$ cat src/rtl/sig_mode_ctrl.sv
module sig_mode_ctrl #(
  parameter int RATE_W      = 14,
  parameter int SE_MAX_RATE = 1600,
  parameter int NGRP        = 6
) (
  input  logic              clk,
  input  logic              rst_n,
  input  logic              req_valid,
  input  logic              req_ck_se,
  input  logic              req_wck_se,
  input  logic [1:0]        req_rs_mode,
  input  logic              req_wck_pol,
  input  logic              req_rs_pol,
  input  logic [RATE_W-1:0] rate_mbps,
  output logic              busy,
  output logic              err,
  output logic              done,
  output logic              term_req,
  output logic              term_set,
  input  logic              term_ack,
  output logic [NGRP-1:0]   term_en,
  output logic              mode_req,
  input  logic              mode_ack,
  output logic              tgt_ck_se,
  output logic              tgt_wck_se,
  output logic [1:0]        tgt_rs_mode,
  output logic              tgt_wck_pol,
  output logic              tgt_rs_pol,
  output logic              ck_se,
  output logic              wck_se,
  output logic [1:0]        rs_mode,
  output logic              wck_pol,
  output logic              rs_pol,
  output logic              int_strobe_en
);
  localparam logic [1:0] RS_DIFF = 2'b00;
  localparam logic [1:0] RS_SE   = 2'b01;
  localparam logic [1:0] RS_OFF  = 2'b10;
  localparam logic [1:0] RS_RSV  = 2'b11;
  localparam logic [RATE_W-1:0] RATE_CAP = RATE_W'(SE_MAX_RATE);

  typedef enum logic [2:0] {S_IDLE, S_TOFF, S_MDN, S_MUP, S_TON} st_t;
  st_t st;

  logic req_low, rate_ok, ck_dep_ok, wck_dep_ok, off_dep_ok, req_ok, tgt_low;

  assign req_low    = req_ck_se | req_wck_se | (req_rs_mode != RS_DIFF);
  assign rate_ok    = !req_low || (rate_mbps <= RATE_CAP);
  assign ck_dep_ok  = !(req_wck_se || req_rs_mode == RS_SE) || req_ck_se;
  assign wck_dep_ok = !req_wck_se || req_rs_mode == RS_OFF ||
                      (req_rs_mode == RS_SE && req_rs_pol == req_wck_pol);
  assign off_dep_ok = (req_rs_mode != RS_OFF) || (req_ck_se && req_wck_se);
  assign req_ok     = (req_rs_mode != RS_RSV) && rate_ok && ck_dep_ok &&
                      wck_dep_ok && off_dep_ok;

  assign tgt_low  = tgt_ck_se | tgt_wck_se | (tgt_rs_mode != RS_DIFF);
  assign busy     = (st != S_IDLE);
  assign term_req = (st == S_TOFF) || (st == S_TON);
  assign term_set = (st == S_TON);
  assign mode_req = (st == S_MDN) || (st == S_MUP);
  assign int_strobe_en = (rs_mode == RS_OFF);

  always_ff @(posedge clk) begin
    if (!rst_n) begin
      st          <= S_IDLE;
      err         <= 1'b0;
      done        <= 1'b0;
      term_en     <= '1;
      tgt_ck_se   <= 1'b0;
      tgt_wck_se  <= 1'b0;
      tgt_rs_mode <= RS_DIFF;
      tgt_wck_pol <= 1'b0;
      tgt_rs_pol  <= 1'b0;
      ck_se       <= 1'b0;
      wck_se      <= 1'b0;
      rs_mode     <= RS_DIFF;
      wck_pol     <= 1'b0;
      rs_pol      <= 1'b0;
    end else begin
      err  <= 1'b0;
      done <= 1'b0;
      case (st)
        S_IDLE: if (req_valid) begin
          if (req_ok) begin
            tgt_ck_se   <= req_ck_se;
            tgt_wck_se  <= req_wck_se;
            tgt_rs_mode <= req_rs_mode;
            tgt_wck_pol <= req_wck_pol;
            tgt_rs_pol  <= req_rs_pol;
            st          <= req_low ? S_TOFF : S_MUP;
          end else begin
            err <= 1'b1;
          end
        end
        S_TOFF: if (term_ack) begin
          term_en <= '0;
          st      <= S_MDN;
        end
        S_MDN, S_MUP: if (mode_ack) begin
          ck_se   <= tgt_ck_se;
          wck_se  <= tgt_wck_se;
          rs_mode <= tgt_rs_mode;
          wck_pol <= tgt_wck_pol;
          rs_pol  <= tgt_rs_pol;
          if (st == S_MUP) begin
            st <= S_TON;
          end else begin
            st   <= S_IDLE;
            done <= 1'b1;
          end
        end
        S_TON: if (term_ack) begin
          term_en <= '1;
          st      <= S_IDLE;
          done    <= 1'b1;
        end
        default: st <= S_IDLE;
      endcase
    end
  end


  term_off_first_chk: assert property (@(posedge clk) disable iff (!rst_n)
    (mode_req && tgt_low) |-> (term_en == '0));

  term_on_last_chk: assert property (@(posedge clk) disable iff (!rst_n)
    (term_req && term_set) |-> (!ck_se && !wck_se && rs_mode == RS_DIFF));

  err_single_chk: assert property (@(posedge clk) disable iff (!rst_n)
    err |=> !err);

  err_no_start_chk: assert property (@(posedge clk) disable iff (!rst_n)
    err |-> !busy);

  done_single_chk: assert property (@(posedge clk) disable iff (!rst_n)
    done |=> !done);

  req_hold_chk: assert property (@(posedge clk) disable iff (!rst_n)
    (mode_req && !mode_ack) |=> mode_req);

  ck_dep_chk: assert property (@(posedge clk) disable iff (!rst_n)
    (wck_se || rs_mode == RS_SE) |-> ck_se);

  wck_dep_chk: assert property (@(posedge clk) disable iff (!rst_n)
    wck_se |-> (rs_mode == RS_OFF || (rs_mode == RS_SE && rs_pol == wck_pol)));

  busy_target_chk: assert property (@(posedge clk) disable iff (!rst_n)
    busy |=> $stable({tgt_ck_se, tgt_wck_se, tgt_rs_mode, tgt_wck_pol, tgt_rs_pol}));
endmodule

$ cat config.mk
export PLATFORM = sky130hd
export DESIGN_NAME = sig_mode_ctrl
export DESIGN_NICKNAME = d
export VERILOG_FILES = /design/src/rtl/sig_mode_ctrl.sv
export SDC_FILE = /design/constraint.sdc
export NUM_CORES = 1
export LEC_CHECK = 0
export ABC_AREA = 0
export BUFFER_PORTS_ARGS = -buffer_cell sky130_fd_sc_hd__buf_2
export CAP_MARGIN = 20
export CORE_MARGIN = 2
export CORE_UTILIZATION = 44
export DETAILED_ROUTE_END_ITERATION = 10
export PLACE_DENSITY = 0.83
export SYNTH_ARGS = -nofsm -noshare
export SYNTH_HDL_FRONTEND = slang
export SYNTH_SLANG_ARGS = --single-unit
$ cat constraint.sdc
create_clock -name clk -period 1.89 [get_ports clk]
set_clock_uncertainty 0.05 [all_clocks]
set_input_delay 0.0945 -clock clk [delete_from_list [all_inputs] [get_ports clk]]
set_output_delay 0.0945 -clock clk [all_outputs]
set_load 0.02 [all_outputs]
-- Word level (Yosys, flattened, before mapping)
Index checks and enable logic that the tools add are counted.
- equal/unequal tests: 15
- bitwise operators: 2
- reductions and logical operators: 27
- order comparisons: 1
- mux-type cells: 16
- operators by type and width (kind ; number):
    $mux 3 ; 6
    $le 14x11->1 const B ; 1
    $mux 6 ; 2
    $ne 2x2->1 const B ; 6
    $pmux 3 s4 ; 1
    $pmux 6 s2 ; 1
    $reduce_and 3->1 ; 3
    $logic_or 1x1->1 ; 8
    $eq 3x2->1 const B ; 2
    $logic_and 1x1->1 ; 6
    $reduce_and 5->1 ; 1
    $eq 2x2->1 const B ; 2
    $mux 1 ; 4
    $reduce_bool 2->1 ; 2
    $eq 3x1->1 const B ; 1
    $eq 3x3->1 const B ; 1
    $logic_not 1->1 ; 3
    $logic_not 3->1 ; 1
    $reduce_bool 3->1 ; 1
    $eq 2x1->1 const B ; 1
    $mux 2 ; 1
    $ne 2x1->1 const B ; 1
    $or 1x1->1 ; 2
    $pmux 1 s2 ; 1
    3 further kinds ; 3
- logic and storage cells: 75
- output and inout port bits: 25
- input bits: 25
- bits in registers: 23

-- Depth between registers and ports, before layout
Gate-level depths: netlist of the first run.
- word-level depth: 11
- mapped depth: 6
- gate-level depth less buffers: 5

-- Worst setup path after synthesis of the first run
OpenSTA, ideal clock, no wires.
- path kind: in2reg
- from: input req_rs_mode[1]
- to: register tgt_ck_se
- data required time: 1768 ps
- data arrival time: 1267 ps
- setup time: 72 ps
- slack: 501 ps
- cell stages on the path: 6
- cell sequence: nor4_4 nor3_2 a221oi_2 and3_1 buf_6 mux2i_1
- cells in the longest elaborated chain, start to end: 9
- elaborated cells on any way between the ends: 20
- those cells by class: 4 x eq/ne; 1 x bitwise; 15 x reduce/logical
- ends and longest elaborated chain (item ; line ; text):
    start, declared ; 11 ; input logic [1:0] req_rs_mode,
    $reduce_bool 2->1 ; 47 ; assign req_low = req_ck_se | req_wck_se | (req_rs_mode != RS_DIFF);
    $or 1x1->1 ; 47 ;
    $logic_not 1->1 ; 48 ; assign rate_ok = !req_low || (rate_mbps <= RATE_CAP);
    $logic_or 1x1->1 ; 48 ;
    $logic_and 1x1->1 (3 in series) ; 53 ; assign req_ok = (req_rs_mode != RS_RSV) && rate_ok && ck_dep_ok &&
    $logic_and 1x1->1 * ; 54 ; wck_dep_ok && off_dep_ok;
    $reduce_and 3->1 (no source line) * ; - ;
    end signal, assigned ; 85 ; tgt_ck_se <= req_ck_se;
    end, declared ; 24 ; output logic tgt_ck_se,
Mark *: on every way between the ends. The rest lies on a longest branch, timed or not.
A chain may end at the register's enable or synchronous reset.

-- Worst setup path in the final report of the first run
- from: register st[0]
- to: register st[1]
- cells in the longest elaborated chain, start to end: 4
- elaborated cells on any way between the ends: 13
- those cells by class: 9 x eq/ne; 1 x mux; 3 x reduce/logical
- ends and longest elaborated chain (item ; line ; text):
    start, declared ; 43 ; st_t st;
    start signal, assigned ; 90 ; st <= req_low ? S_TOFF : S_MUP;
    $eq 3x2->1 ; 82 ; case (st)
    $reduce_or 2->1 ; 82 ;
    $ne 2x2->1 (no source line) ; - ;
    $reduce_and 5->1 (no source line) ; - ;
Parallel ways exist; a longest one is shown, timed or not.

==> results of run 1 <==
placed cells by master (no fill, tap or decap):
| cell type | n |
|---|---|
| nor2b_1 | 2 |
| dfxtp_1 | 18 |
| buf_2 | 49 |
| nor3_2 | 2 |
| and3_2 | 1 |
| a41oi_1 | 1 |
| clkbuf_4 | 3 |
| and2_1 | 1 |
| inv_2 | 2 |
| mux2i_1 | 6 |
| nor3_1 | 2 |
| and3_1 | 1 |
| nand2_1 | 23 |
| a21oi_1 | 2 |
| nand3b_1 | 1 |
| o21bai_1 | 1 |
| o21ai_1 | 1 |
| a21boi_1 | 8 |
| nor2_1 | 6 |
| o32ai_1 | 1 |
| o21a_1 | 1 |
| inv_1 | 2 |
| o22ai_1 | 1 |
| dlygate4sd3_1 | 1 |
| xnor2_1 | 2 |
| nor4_1 | 1 |
| clkbuf_8 | 1 |
| nand2b_1 | 2 |
| nor4bb_1 | 1 |
| nor3b_1 | 2 |
| nand3_1 | 9 |
| nor4_4 | 1 |
| o2111ai_1 | 1 |
| a221oi_2 | 1 |
sequential cells by signal, summed over array words and instances (netlist names):
register and count:
rs_pol 1, done 1, tgt_wck_se 1, wck_pol 1
wck_se 1, tgt_rs_pol 1, st 3, tgt_ck_se 1
term_en 1, err 1, rs_mode 2, tgt_rs_mode 2
ck_se 1, tgt_wck_pol 1
metrics by stage:
step / instances / hold slack (ns)
final: 184 / 0.0277
after global routing: 184 / 0.0331
after CTS: 184 / 0.0214
after detailed placement: 179 / 0.311
after global placement: 179 / 0.311
after floorplan: 113 / 0.170
cell families after synthesis:
family	after synthesis	synth area share [%]
simple gates	55	30.5
flops	18	38.0
compound gates	18	14.5
xor+xnor	2	1.85
buf+inv	14	8.84
mux	6	6.33
layout make-up:
class | count | share of cell area (%)
tap | 27 | 2.80
timing repair buffer | 50 | 21.2
sequential | 18 | 29.9
multi-input combinational | 81 | 41.8
clock buffer | 4 | 3.01
inverter | 4 | 1.25
power by group through the flow:
stage	Clock (µW)	Combinational, µW	Sequential [µW]
finish	235	84.1	385
global route	262	92.8	386
CTS	243	84.7	385
detailed placement	0	82.9	394
global placement	0	79.6	394
floorplan	0	39.0	397
worst max-delay path, delay by kind of cell, from the launching register on:
kind                      cells  cell delay, ns
xor gates and xnor gates      1            0.14
DFF                           1            0.52
AOI/OAI and AO/OA             3            0.63
buffers and inverters         1            0.10
path summary, 6_finish.rpt:
kind	slack [ns]	endpoint	depth (start not counted)
max	0.33	st[1]$_SDFFE_PN0P_	5
min	0.03	tgt_wck_pol$_SDFFE_PN0P_	3
max reg2reg	0.33	st[1]$_SDFFE_PN0P_	5
min reg2reg	0.41	wck_se$_SDFFE_PN0P_	2
synth_stat cells (6+ instances only):
cell type	number	area (µm²)
nor2_1	6	22.5
a21boi_1	8	60.1
nand2_1	23	86.3
buf_4	6	45.0
nand3_1	9	45.0
mux2i_1	6	60.1
dfxtp_1	18	360
metal layers:
layer  up-vias  wire (µm)  global-route usage (%)
met3         4        164                    5.36
met5         -          0                       0
met4         0         20                    2.70
li1        477          -                       -
met2        38       1050                    35.3
met1       425        929                    20.5
==> impl_metrics.tcl, run 1 <==
set metrics [dict create \
    finalWorstSetupSlack_ns 0.331 \
    post_dp_cell_area_um2 1160 \
    synthCells 113 \
    power_density_nw_per_um2 584 \
    cts_tree "done" \
    firstDrtPassIters 4 \
    cp.required_ns 2.02 \
    internal_power_uw 539 \
    fin_crit_ns 1.56 \
    die_w_um 50.4 \
    p_total_uw 704 \
    finalNetCount 183 \
    h-tree-depth 1 \
    post_cts_buffers 0 \
    core_area_um2 2000 \
    hold_class "primary input to flop" \
    synthArstFlopShare_pct 0 \
    dp_slack_ns 0.0600 \
    io_pins 50 \
    rsz0062_at_grt "false" \
    finalSetupViolCount 0 \
    worst_slew_pin_slew_ns 0.431 \
    min_from "req_wck_pol" \
    period_share_pct 82.5 \
    drc_errors 0 \
    p_sw_uw 165 \
    grt.total_usage_pct 18.5 \
    r2r_start "st[0]$_SDFFE_PN0P_" \
    crit_arrival_ns 1.69 \
    clk_pin_slew_ns 0.10 \
    gp_congestion 0.719 \
    swShare_pct 23.5 \
    combPwrFrac_pct 11.9 \
    cts-root-buf "clkbuf_4" \
    cts_resized 0 \
    vias_per_cell 5.13 \
    peakVddDrop_mv 0.516 \
    pwr-share-clk_pct 33.4 \
    n_antenna_cell 0 \
    layout-drive-gt1-share_pct 38.2 \
    slew_headroom_pct 71.2 \
    post-dp-hpwl_um 1700 \
    drv_slew 0 \
    start_util_pct 47.4 \
    p_seq_share_pct 54.7 \
    worst-setup-path-type "flop to flop" \
    insertion_delay_ns 0.29 \
    numPortBuffers 49 \
    wl_per_cell_um 11.8 \
    start_kind "flop" \
    globalRouteOverflowTotal 0 \
    ys_seq_elements 18 \
    cts_num_sinks 18 \
    ctsHoldBuffers 1 \
    grt_max_degree 26 \
    ys_warn_count 0 \
    outcome "finished, final reports clean" \
    synth.avg_cell_area_um2 8.39 \
    fin_tns_setup_ns 0 \
    synth_nets 138 \
    synth_area_um2 948 \
    hold_viol 0 \
    worst-path-max-fanout 9 \
    fill_cells 193 \
    grt_antenna_before_repair 0 \
    ys.flop_type "dfxtp_1" \
    crit_chain "xnor2_1 -> o32ai_1 -> inv_2 -> o2111ai_1 -> o22ai_1" \
    drt_first_iter_violations 8 \
    cap_viol_max_count 0 \
    cp_slowest_cell "dfxtp_1" \
    grt_pass1_vias 916 \
    end_kind "flop" \
    synth-seq-area-share_pct 38.0 \
    grt_pass1_wl_um 3700 \
    p_leak_uw 0.000542 \
    cts_buffers 3 \
    timing.fmax_ghz 0.642 \
    synth_cell_types 34 \
    fin_area_um2 1200 \
    seq_area_um2 360 \
    areaGrowthSynthToFinish_pct 27.0 \
    cp-startpoint "st[0]$_SDFFE_PN0P_" \
    num_rows 16 \
    clk_path_buf_depth 2 \
    dieArea_um2 2540 \
    slowest_delay_ns 0.52 \
    die_h_um 50.4 \
    multiInputGateArea_um2 504 \
    ant_nets 0 \
    vias 944 \
    synth_edf_count 0 \
    wl_um 2160 \
    finish.utilization_pct 60.2 \
]
No activity file was read; power rests on OpenSTA's default activity.
==> run 2: changes to the inputs <==
--- a/config.mk
+++ b/config.mk
@@ -5,13 +5,13 @@
 export SDC_FILE = /design/constraint.sdc
 export NUM_CORES = 1
 export LEC_CHECK = 0
-export ABC_AREA = 0
+export ABC_AREA = 1
 export BUFFER_PORTS_ARGS = -buffer_cell sky130_fd_sc_hd__buf_2
 export CAP_MARGIN = 20
 export CORE_MARGIN = 2
 export CORE_UTILIZATION = 44
 export DETAILED_ROUTE_END_ITERATION = 10
-export PLACE_DENSITY = 0.83
+export PLACE_DENSITY = 0.82
 export SYNTH_ARGS = -nofsm -noshare
 export SYNTH_HDL_FRONTEND = slang
 export SYNTH_SLANG_ARGS = --single-unit
==> constraint.sdc (replaced) <==
create_clock -name clk -period 1.47 [get_ports clk]
set_clock_uncertainty 0.05 [all_clocks]
set_input_delay 0.0735 -clock clk [delete_from_list [all_inputs] [get_ports clk]]
set_output_delay 0.0735 -clock clk [all_outputs]
set_load 0.02 [all_outputs]
==> run 2 against run 1 <==
  * Routed wire length is 4.6% lower
  * Worst hold slack worse by 0.0040 ns
  * Clock power is 31% higher
  * Clock-buffer cell count stayed put
  * Setup slack worse by 0.23 ns
  * Critical path type unchanged
  * Largest cell class unchanged
  * Largest power group is now combinational cells
  * Highest routed layer unchanged
==> impl_metrics.tcl, run 2 <==
set metrics [dict create \
    outcome "finished, final reports clean" \
    cts-root-buf "clkbuf_4" \
    synthArstFlopShare_pct 0 \
    layout-drive-gt1-share_pct 36.6 \
    holdWs_ns 0.0237 \
    worst-path-max-fanout 4 \
    cts_num_sinks 18 \
    die_w_um 51.8 \
    path_buf_inv 1 \
    numPortBuffers 49 \
    cp_common_cell "nand2_1" \
    hold_end "tgt_rs_mode[0]$_SDFFE_PN0P_" \
    final_cells 230 \
    fin_crit_ns 1.37 \
    whs_path_depth 3 \
    start_kind "flop" \
    drt_first_iter_violations 23 \
    critPathTopFamily "simple AND/OR/NAND/NOR gates" \
    final_common_cell "buf_2" \
    ant_nets 0 \
    synth-seq-area-share_pct 35.8 \
    synth_cell_types 18 \
    insertion_delay_ns 0.29 \
    reg2reg_depth 11 \
    drv_slew 0 \
    largest-register "st" \
    n_antenna_cell 0 \
    peakVddDrop_mv 0.805 \
    p_total_uw 1580 \
    synth.avg_cell_area_um2 6.45 \
    ys.flop_type "dfxtp_1" \
    ys_top_cells_by_area "dfxtp_1, nand2_1, nor2_1" \
    synth_edf_count 0 \
    period_share_pct 93.2 \
    grt.total_usage_pct 16.7 \
    cts_buffers 3 \
    top_regs "st (3), rs_mode (2), tgt_rs_mode (2)" \
    synth_nets 181 \
    fill_cells 205 \
    drc_errors 0 \
    clk_pin_slew_ns 0.10 \
    start_util_pct 45.9 \
    grt_antenna_before_repair 0 \
    wl_met2_um 955 \
    p_leak_uw 0.000755 \
    die_h_um 51.8 \
    power_density_nw_per_um2 1190 \
    hold_class "primary input to flop" \
    num_rows 17 \
    core_area_um2 2190 \
    cts_tree "done" \
    grt_max_degree 18 \
    slew_headroom_pct 80.9 \
    firstDrtPassIters 4 \
    synth.largest_area_cell "dfxtp_1" \
    ys_top_cells_by_count "nand2_1, nor2_1, inv_1" \
    finalSetupViolCount 0 \
    worst-setup-path-type "flop to flop" \
    slowest_delay_ns 0.38 \
    dieArea_um2 2680 \
    cp.required_ns 1.62 \
    r2r_slack_ns 0.10 \
    top_layer "met4" \
    hold_viol 0 \
    worst_slew_pin_slew_ns 0.286 \
    ys_seq_elements 18 \
    cap_viol_max_count 0 \
    wl_met1_um 968 \
    clk_path_buf_depth 2 \
    globalRouteOverflowTotal 0 \
    r2r_start "st[0]$_SDFFE_PN0P_" \
    post_cts_buffers 0 \
    min_from "req_rs_mode[0]" \
    route.met3.wl_um 122 \
    vias 1055 \
    synthCells 156 \
    ys_warn_count 0 \
    grt_pass1_wl_um 3390 \
    wl_per_cell_um 8.97 \
    vias_per_cell 4.59 \
    crit_arrival_ns 1.52 \
    crit_chain "inv_1 -> nand3_2 -> nand2_2 -> nand2_1 -> nand2_1 -> nor2_2 -> nand3_2 -> nand2_1 -> nand2_1 -> nand2_1 -> nor2_1" \
    end_kind "flop" \
    gp_congestion 0.760 \
    dp_slack_ns 0.138 \
    timing.fmax_ghz 0.730 \
    finalWorstSetupSlack_ns 0.101 \
    synth_area_um2 1010 \
    h-tree-depth 1 \
    largest_register_ffs 3 \
    cp_slowest_cell "dfxtp_1" \
    grt_pass1_vias 896 \
    areaGrowthSynthToFinish_pct 31.2 \
    wl_um 2060 \
    io_pins 50 \
    synth_top_area_share_pct 35.8 \
    placedCellCount 225 \
    finalNetCount 228 \
    final_cell_mix "buf_2, nor2_1, nand2_1" \
    reg2reg_to "st[2]$_SDFFE_PN0P_" \
    post-dp-hpwl_um 1600 \
]
[run 2: logic make-up (layout without fill, tap and decap cells)]
logic type | Yosys count | after routing | synth area share, %
buffers and inverters | 35 | 80 | 16.2
flip-flops | 18 | 18 | 35.8
AND/OR/NAND/NOR | 83 | 84 | 37.3
AO/OA/AOI/OAI | 20 | 20 | 10.7
[run 2: worst max path at each step]
stage	startpoint	end	slack (ns)	cells after the start
6_report	st[0]$_SDFFE_PN0P_	st[2]$_SDFFE_PN0P_	0.10	11
4_1_cts	req_wck_se	tgt_rs_pol$_SDFFE_PN0P_	0.03	12
5_1_grt	st[0]$_SDFFE_PN0P_	st[2]$_SDFFE_PN0P_	-0.004	11
3_5_place_dp	st[0]$_SDFFE_PN0P_	st[2]$_SDFFE_PN0P_	0.14	11
3_3_place_gp	st[2]$_SDFFE_PN0P_	st[2]$_SDFFE_PN0P_	0.17	11
2_1_floorplan	st[0]$_SDFFE_PN0P_	tgt_ck_se$_SDFFE_PN0P_	0.12	7
[run 2: through the flow]
| stage | cell area [µm²] | utilization (%) | setup TNS (ns) |
|---|---|---|---|
| after floorplan | 1010 | - | 0 |
| after global placement | 1220 | 55.9 | 0 |
| after detailed placement | 1220 | 55.9 | 0 |
| after CTS | 1300 | 59.4 | 0 |
| after global routing | 1320 | 60.3 | -0.00399 |
| final | 1320 | 60.3 | 0 |
[run 2: what timing repair did]
action,in CTS,in global routing
setup endpoints to repair,0,7
hold endpoints to repair,4,0
hold buffers,4,0
gates resized for setup,0,8
[run 2: metal layers]
| layer | GRT usage (%) | up-vias |
|---|---|---|
| met5 | 0 | - |
| met4 | 4.82 | 0 |
| met3 | 6.03 | 4 |
| met2 | 29.5 | 33 |
| met1 | 18.7 | 456 |
| li1 | - | 562 |
[run 2: report_power, final]
part           internal [µW]  total (µW)  switching, µW
clock                    151         309            158
sequential               556         597           41.5
combinational            224         671            447
total                    931        1580            646
[run 2: worst register-to-register path, cell delays in order, from the launching register on]
cell and delay [ns]:
dfxtp_1 0.38, inv_1 0.10, nand3_2 0.10, nand2_2 0.07
nand2_1 0.07, nand2_1 0.06, nor2_2 0.10, nand3_2 0.12
nand2_1 0.10, nand2_1 0.05, nand2_1 0.05, nor2_1 0.04
[run 2: cell type report]
| cell class | instances | area [µm²] | share of cell area [%] |
|---|---|---|---|
| clock buffers | 4 | 36.3 | 2.75 |
| inverters | 27 | 101 | 7.68 |
| multi-input cells | 104 | 515 | 39.1 |
| flip-flops and latches | 18 | 362 | 27.4 |
| well taps | 28 | 35.0 | 2.65 |
| repair buffers | 49 | 270 | 20.5 |
